## config.mk

```make
export PLATFORM = sky130hd
export DESIGN_NAME = tmx_distributor
export DESIGN_NICKNAME = d
export VERILOG_FILES = /design/src/rtl/tmx_pkg.sv /design/src/rtl/tmx_capture.sv /design/src/rtl/tmx_node_port.sv /design/src/rtl/tmx_distributor.sv
export SDC_FILE = /design/constraint.sdc
export NUM_CORES = 2
export LEC_CHECK = 0
export BUFFER_PORTS_ARGS = -buffer_cell sky130_fd_sc_hd__buf_4
export CAP_MARGIN = 10
export CELL_PAD_IN_SITES_DETAIL_PLACEMENT = 0
export CELL_PAD_IN_SITES_GLOBAL_PLACEMENT = 2
export CORE_MARGIN = 1.5
export CORE_UTILIZATION = 35
export CTS_CLUSTER_DIAMETER = 120
export DETAILED_ROUTE_END_ITERATION = 16
export PLACE_DENSITY = 0.74
export REMOVE_ABC_BUFFERS = 1
export SYNTH_ARGS = -nofsm -noshare
export SYNTH_HDL_FRONTEND = slang
export SYNTH_HIERARCHICAL = 1
export SYNTH_SLANG_ARGS = --single-unit
export TNS_END_PERCENT = 100
```

## constraint.sdc

```tcl
create_clock -name clk -period 2.15 [get_ports clk]
set_input_delay 0.1075 -clock clk [delete_from_list [all_inputs] [get_ports clk]]
set_output_delay 0.1075 -clock clk [all_outputs]
set_load 0.05 [all_outputs]
```

## src/rtl/tmx_pkg.sv

```systemverilog
package tmx_pkg;

    typedef enum logic {
        CAP_IDLE = 1'b0,
        CAP_FILL = 1'b1
    } cap_state_e;

    // Wrap-around increment for a rotating index bounded by limit-1.
    function automatic int unsigned wrap_next(input int unsigned cur, input int unsigned limit);
        return (cur + 1 >= limit) ? 0 : cur + 1;
    endfunction

endpackage

```

## src/rtl/tmx_capture.sv

```systemverilog
module tmx_capture #(
    parameter int NODES = 5,
    parameter int N_BX  = 4,
    parameter int W     = 32,
    localparam int PW   = (NODES > 1) ? $clog2(NODES) : 1,
    localparam int SW   = (N_BX > 1) ? $clog2(N_BX) : 1
) (
    input  logic             clk,
    input  logic             rst_n,
    input  logic             in_valid,
    input  logic             in_sof,
    input  logic [W-1:0]     in_data,
    input  logic [NODES-1:0] bank_held,
    output logic [NODES-1:0] wr_en,
    output logic [SW-1:0]    wr_slot,
    output logic [W-1:0]     wr_data,
    output logic             wr_last,
    output logic             overflow
);
    import tmx_pkg::*;

    localparam logic [SW-1:0] SLOT_LAST = SW'(N_BX - 1);

    typedef struct packed {
        cap_state_e    state;
        logic [PW-1:0] ptr;
        logic [PW-1:0] node;
        logic [SW-1:0] idx;
        logic          ovf;
    } cap_t;

    cap_t cap_d, cap_q;

    always_comb begin
        cap_d   = cap_q;
        wr_en   = '0;
        wr_slot = '0;
        wr_last = 1'b0;
        wr_data = in_data;
        if (in_valid && in_sof) begin
            // Rotation advances on every event, kept or dropped.
            cap_d.ptr  = PW'(wrap_next(int'(cap_q.ptr), NODES));
            cap_d.node = cap_q.ptr;
            cap_d.idx  = '0;
            if (bank_held[cap_q.ptr]) begin
                cap_d.ovf   = 1'b1;
                cap_d.state = CAP_IDLE;
            end else begin
                wr_en[cap_q.ptr] = 1'b1;
                if (N_BX == 1) begin
                    wr_last     = 1'b1;
                    cap_d.state = CAP_IDLE;
                end else begin
                    cap_d.state = CAP_FILL;
                    cap_d.idx   = SW'(1);
                end
            end
        end else if (in_valid && cap_q.state == CAP_FILL) begin
            wr_en[cap_q.node] = 1'b1;
            wr_slot           = cap_q.idx;
            if (cap_q.idx == SLOT_LAST) begin
                wr_last     = 1'b1;
                cap_d.state = CAP_IDLE;
                cap_d.idx   = '0;
            end else begin
                cap_d.idx = cap_q.idx + SW'(1);
            end
        end
    end

    always_ff @(posedge clk) begin
        if (!rst_n) begin
            cap_q <= '{state: CAP_IDLE, ptr: '0, node: '0, idx: '0, ovf: 1'b0};
        end else begin
            cap_q <= cap_d;
        end
    end

    assign overflow = cap_q.ovf;

endmodule

```

## src/rtl/tmx_node_port.sv

```systemverilog
module tmx_node_port #(
    parameter int N_BX = 4,
    parameter int W    = 32,
    localparam int SW  = (N_BX > 1) ? $clog2(N_BX) : 1
) (
    input  logic          clk,
    input  logic          rst_n,
    input  logic          bx_tick,
    input  logic          wr_en,
    input  logic [SW-1:0] wr_slot,
    input  logic [W-1:0]  wr_data,
    input  logic          wr_last,
    output logic          bank_held,
    output logic          out_valid,
    output logic          out_sof,
    output logic [W-1:0]  out_data
);
    localparam logic [SW-1:0] SLOT_LAST = SW'(N_BX - 1);

    typedef struct packed {
        logic [1:0][N_BX-1:0][W-1:0] mem;
        logic [1:0]                  full;
        logic                        wr_bank;
        logic                        rd_bank;
        logic [SW-1:0]               rd_idx;
        logic                        o_valid;
        logic                        o_sof;
        logic [W-1:0]                o_data;
    } port_t;

    port_t port_d, port_q;

    always_comb begin
        port_d         = port_q;
        port_d.o_valid = 1'b0;
        port_d.o_sof   = 1'b0;
        // Capture side: only reaches a bank that is not full.
        if (wr_en) begin
            port_d.mem[port_q.wr_bank][wr_slot] = wr_data;
            if (wr_last) begin
                port_d.full[port_q.wr_bank] = 1'b1;
                port_d.wr_bank              = ~port_q.wr_bank;
            end
        end
        // Drain side: one word per crossing from a full bank.
        if (bx_tick && port_q.full[port_q.rd_bank]) begin
            port_d.o_valid = 1'b1;
            port_d.o_sof   = (port_q.rd_idx == '0);
            port_d.o_data  = port_q.mem[port_q.rd_bank][port_q.rd_idx];
            if (port_q.rd_idx == SLOT_LAST) begin
                port_d.full[port_q.rd_bank] = 1'b0;
                port_d.rd_bank              = ~port_q.rd_bank;
                port_d.rd_idx               = '0;
            end else begin
                port_d.rd_idx = port_q.rd_idx + SW'(1);
            end
        end
    end

    always_ff @(posedge clk) begin
        if (!rst_n) begin
            port_q <= '0;
        end else begin
            port_q <= port_d;
        end
    end

    assign bank_held = port_q.full[port_q.wr_bank];
    assign out_valid = port_q.o_valid;
    assign out_sof   = port_q.o_sof;
    assign out_data  = port_q.o_data;

endmodule

```

## src/rtl/tmx_distributor.sv

```systemverilog
module tmx_distributor #(
    parameter int NODES = 5,
    parameter int N_BX  = 4,
    parameter int W     = 32
) (
    input  logic               clk,
    input  logic               rst_n,
    input  logic               bx_tick,
    input  logic               in_valid,
    input  logic               in_sof,
    input  logic [W-1:0]       in_data,
    output logic [NODES-1:0]   out_valid,
    output logic [NODES-1:0]   out_sof,
    output logic [NODES*W-1:0] out_data,
    output logic               overflow
);
    localparam int SW = (N_BX > 1) ? $clog2(N_BX) : 1;

    logic [NODES-1:0] wr_en;
    logic [NODES-1:0] bank_held;
    logic [SW-1:0]    wr_slot;
    logic [W-1:0]     wr_data;
    logic             wr_last;

    tmx_capture #(.NODES(NODES), .N_BX(N_BX), .W(W)) capture_i (
        .clk       (clk),
        .rst_n     (rst_n),
        .in_valid  (in_valid),
        .in_sof    (in_sof),
        .in_data   (in_data),
        .bank_held (bank_held),
        .wr_en     (wr_en),
        .wr_slot   (wr_slot),
        .wr_data   (wr_data),
        .wr_last   (wr_last),
        .overflow  (overflow)
    );

    for (genvar k = 0; k < NODES; k++) begin : g_port
        tmx_node_port #(.N_BX(N_BX), .W(W)) port_i (
            .clk       (clk),
            .rst_n     (rst_n),
            .bx_tick   (bx_tick),
            .wr_en     (wr_en[k]),
            .wr_slot   (wr_slot),
            .wr_data   (wr_data),
            .wr_last   (wr_last),
            .bank_held (bank_held[k]),
            .out_valid (out_valid[k]),
            .out_sof   (out_sof[k]),
            .out_data  (out_data[k*W +: W])
        );
    end

endmodule

```

==> out/summary.txt <==
CTS Buf Count: 172
routed wire length: 227000 um
Initial Util: 0.352
Top Metal Used: met4
fin nets: 7931
yosys warns: 6
post-synth cell types: 50
met2 routed WL: 105000 um
post-synthesis register bit count: 1490
Core Region: 0.192 mm^2
multi-input logic area: 0.0334 mm^2
Final min period: 2.18 ns
Worst-path clk slew: 0.06 ns
DRC Markers: 0
Post-Synthesis Cells: 8073
leak pwr: 0.0261 uW
final hold vios: 0
RD Place Congestion: 0.747
Syn Area/Cell: 8.37 um^2
worst setup path class: reg -> reg
Die Wd: 442 um
failing checks: setup timing
Synth Area in Adders: 0.00241
vias in the first global route: 52045
outcome: finished with violations
type of the tightest min-delay check: in -> reg
Max Cap Viol: 0
GRT Overall Usage: 0.220
Fmax: 458 MHz
Max FO, Critical Path: 7
DIE HEIGHT: 442 um
Simple-Gate Fraction of Synth Area: 0.172
asr flop ratio synth: 0
fin. max-slew vios: 0
measured slew at the worst slew-check pin: 0.857 ns
period utilization: 1.01
placed inst area: 0.0714 mm^2
CP arrival: 2.91 ns
Die ar.: 0.196 mm^2
CTS root buffer: clkbuf_16
Relative slew margins: 0.429
PwrDens: 743 mW/mm^2
GRT overflow: 0
ANT nets after route: 0
Vias: 53891
post-detail-place hpwl: 125000 um
global-route wire length before repair: 334000 um
post-synthesis sequential area ratio: 0.441
Clock Tree Buf Depth: 3
RSZ-0062 raised after global routing: true
post-synthesis compound-gate area fraction: 0.207
Post-Layout Inst Area: 0.0790 mm^2
post-DR wirelength/cell: 21.5 um
Post-synth EDFFs: 0
Mapped Area: 0.0676 mm^2
Core Rows: 161
Post-synth top flop: dfxtp_1
Fill cells: 19006
Post-Synth XOR/XNOR Area: 0.000648
met3 WL: 8200 um
Final setup viols: 20
clock sinks: 1490
I/O pin cnt: 208
Clk Latency, worst-skew pair: 0.83 ns
FF/Latch Area: 0.0298 mm^2
pin count of the biggest net entering global routing: 154
commonest non-fill, non-tap cell in the layout: nand2_1
drt first pass iters: 7
Area Growth Syn to Fin: 16.9%
Iteration-0 DRC Markers: 3777
share of cells above drive strength 1: 0.127
worst setup margin: -0.0317 ns
initial antenna violation count: 9
crit end category: register
post-synthesis mux area share: 0.0972
VDD IR max: 0.564 mV
Pwr Total: 58700 uW
TritonCTS clock tree: built
largest family of logic cells by synthesized area: compound AO/OA/AOI/OAI gates
startpoint types: register
met1 WL: 106000 um
Port Buffers: 207
vias per cell: 5.11
clock skew: 0.0299 ns
Worst Path Required: 2.88 ns
H-tree depth: 4
most frequent cells in the layout: nand2_1, dfxtp_1, a21boi_1
[cells in the mapped netlist (10+ instances only)]
library cell	count	share of area
nand2_1	2626	0.15
dfxtp_1	1490	0.44
a21boi_1	732	0.081
mux2i_1	642	0.095
a21boi_0	563	0.063
buf_2	397	0.029
a22oi_1	320	0.036
buf_4	311	0.035
clkbuf_1	230	0.013
nor2_1	186	0.010
a21oi_1	166	0.012
o21ai_0	162	0.012
nand3_1	29	0.0021
nor2b_1	26	0.0024
nor2_2	25	0.0023
inv_1	20	0.0011
and2_1	19	0.0018
ha_1	13	0.0024
buf_6	12	0.0020
nand2b_1	11	0.0010
nand4_1	10	0.00093
nor3_2	10	0.0015
[critical path, cell delays in order, from the launching register on]
cell       delay [ns]
dfxtp_2          0.33
mux2_4           0.34
o32ai_4          0.31
buf_6            0.15
buf_8            0.10
nand2b_4         0.06
buf_6            0.14
nor2_4           0.10
buf_6            0.16
clkbuf_16        0.18
nand2_1          0.05
a21boi_0         0.17
[per-layer routing]
layer,global-route usage,vias up
met2,0.360,982
met1,0.298,26295
li1,-,26313
met3,0.0271,301
met4,0.0796,0
met5,0,-
[power by group]
group	internal [uW]	switching, uW
logic	683	1330
registers	27700	27.7
clock network	17000	12000
total	45400	13300
[flip-flops by register name, summed over array words and instances, names as in the netlist]
register	cells
capture_i/cap_q	9
g_port.port_i/out_valid	5
g_port.port_i/out_data	160
g_port.port_i/port_q	1310
capture_i/overflow	1
g_port.port_i/out_sof	5
[final cells by class]
class,instances,area share
clock buffers,279,0.0658
flip-flops and latches,1490,0.378
multi-input cells,5612,0.422
repair buffers,585,0.0896
well taps,2526,0.0400
inverters,20,0.000950
diodes,5,0.000158
clock inverters,27,0.00386
[per-stage QoR]
stage          TNS (ns)  utilization  hold slack [ns]  std cells  worst slack (ns)
2_1_floorplan  -1758.83            -            0.229       7122             -3.96
3_3_place_gp    -155.80        0.371            0.439      10129            -0.583
3_5_place_dp    -175.61        0.371            0.444      10129            -0.680
4_1_cts         -0.0108        0.404            0.263      10493          -0.00281
5_1_grt          -11.60        0.411            0.299      10542            -0.125
6_report         -0.240        0.411            0.309      10544           -0.0317
[final timing paths]
kind / start / end / slack [ns] / depth (start not counted)
max: g_port[3].port_i/port_q[37] / g_port[3].port_i/port_q[126] / -0.03 / 11
min: rst_n / g_port[0].port_i/port_q[161] / 0.31 / 3
max reg2reg: g_port[3].port_i/port_q[37] / g_port[3].port_i/port_q[126] / -0.03 / 11
min reg2reg: g_port[3].port_i/port_q[88] / g_port[3].port_i/port_q[88] / 0.45 / 2
[logic make-up after synthesis]
kind of cell	Yosys count
simple gates	2975
fa+ha+maj	13
xor+xnor	5
buf+inv	971
flops	1490
compound gates	1966
mux	653
[timing repair]
item | 4_1_cts | 5_1_grt
gates resized for setup | 48 | 267
hold buffers | 39 | 0
setup endpoints to repair | 699 | 833
setup buffers | 15 | 22
gates cloned | 4 | 28
hold endpoints to repair | 1365 | 0
pin swaps | 9 | 86
Note: power is estimated with default switching activity, not from simulation.
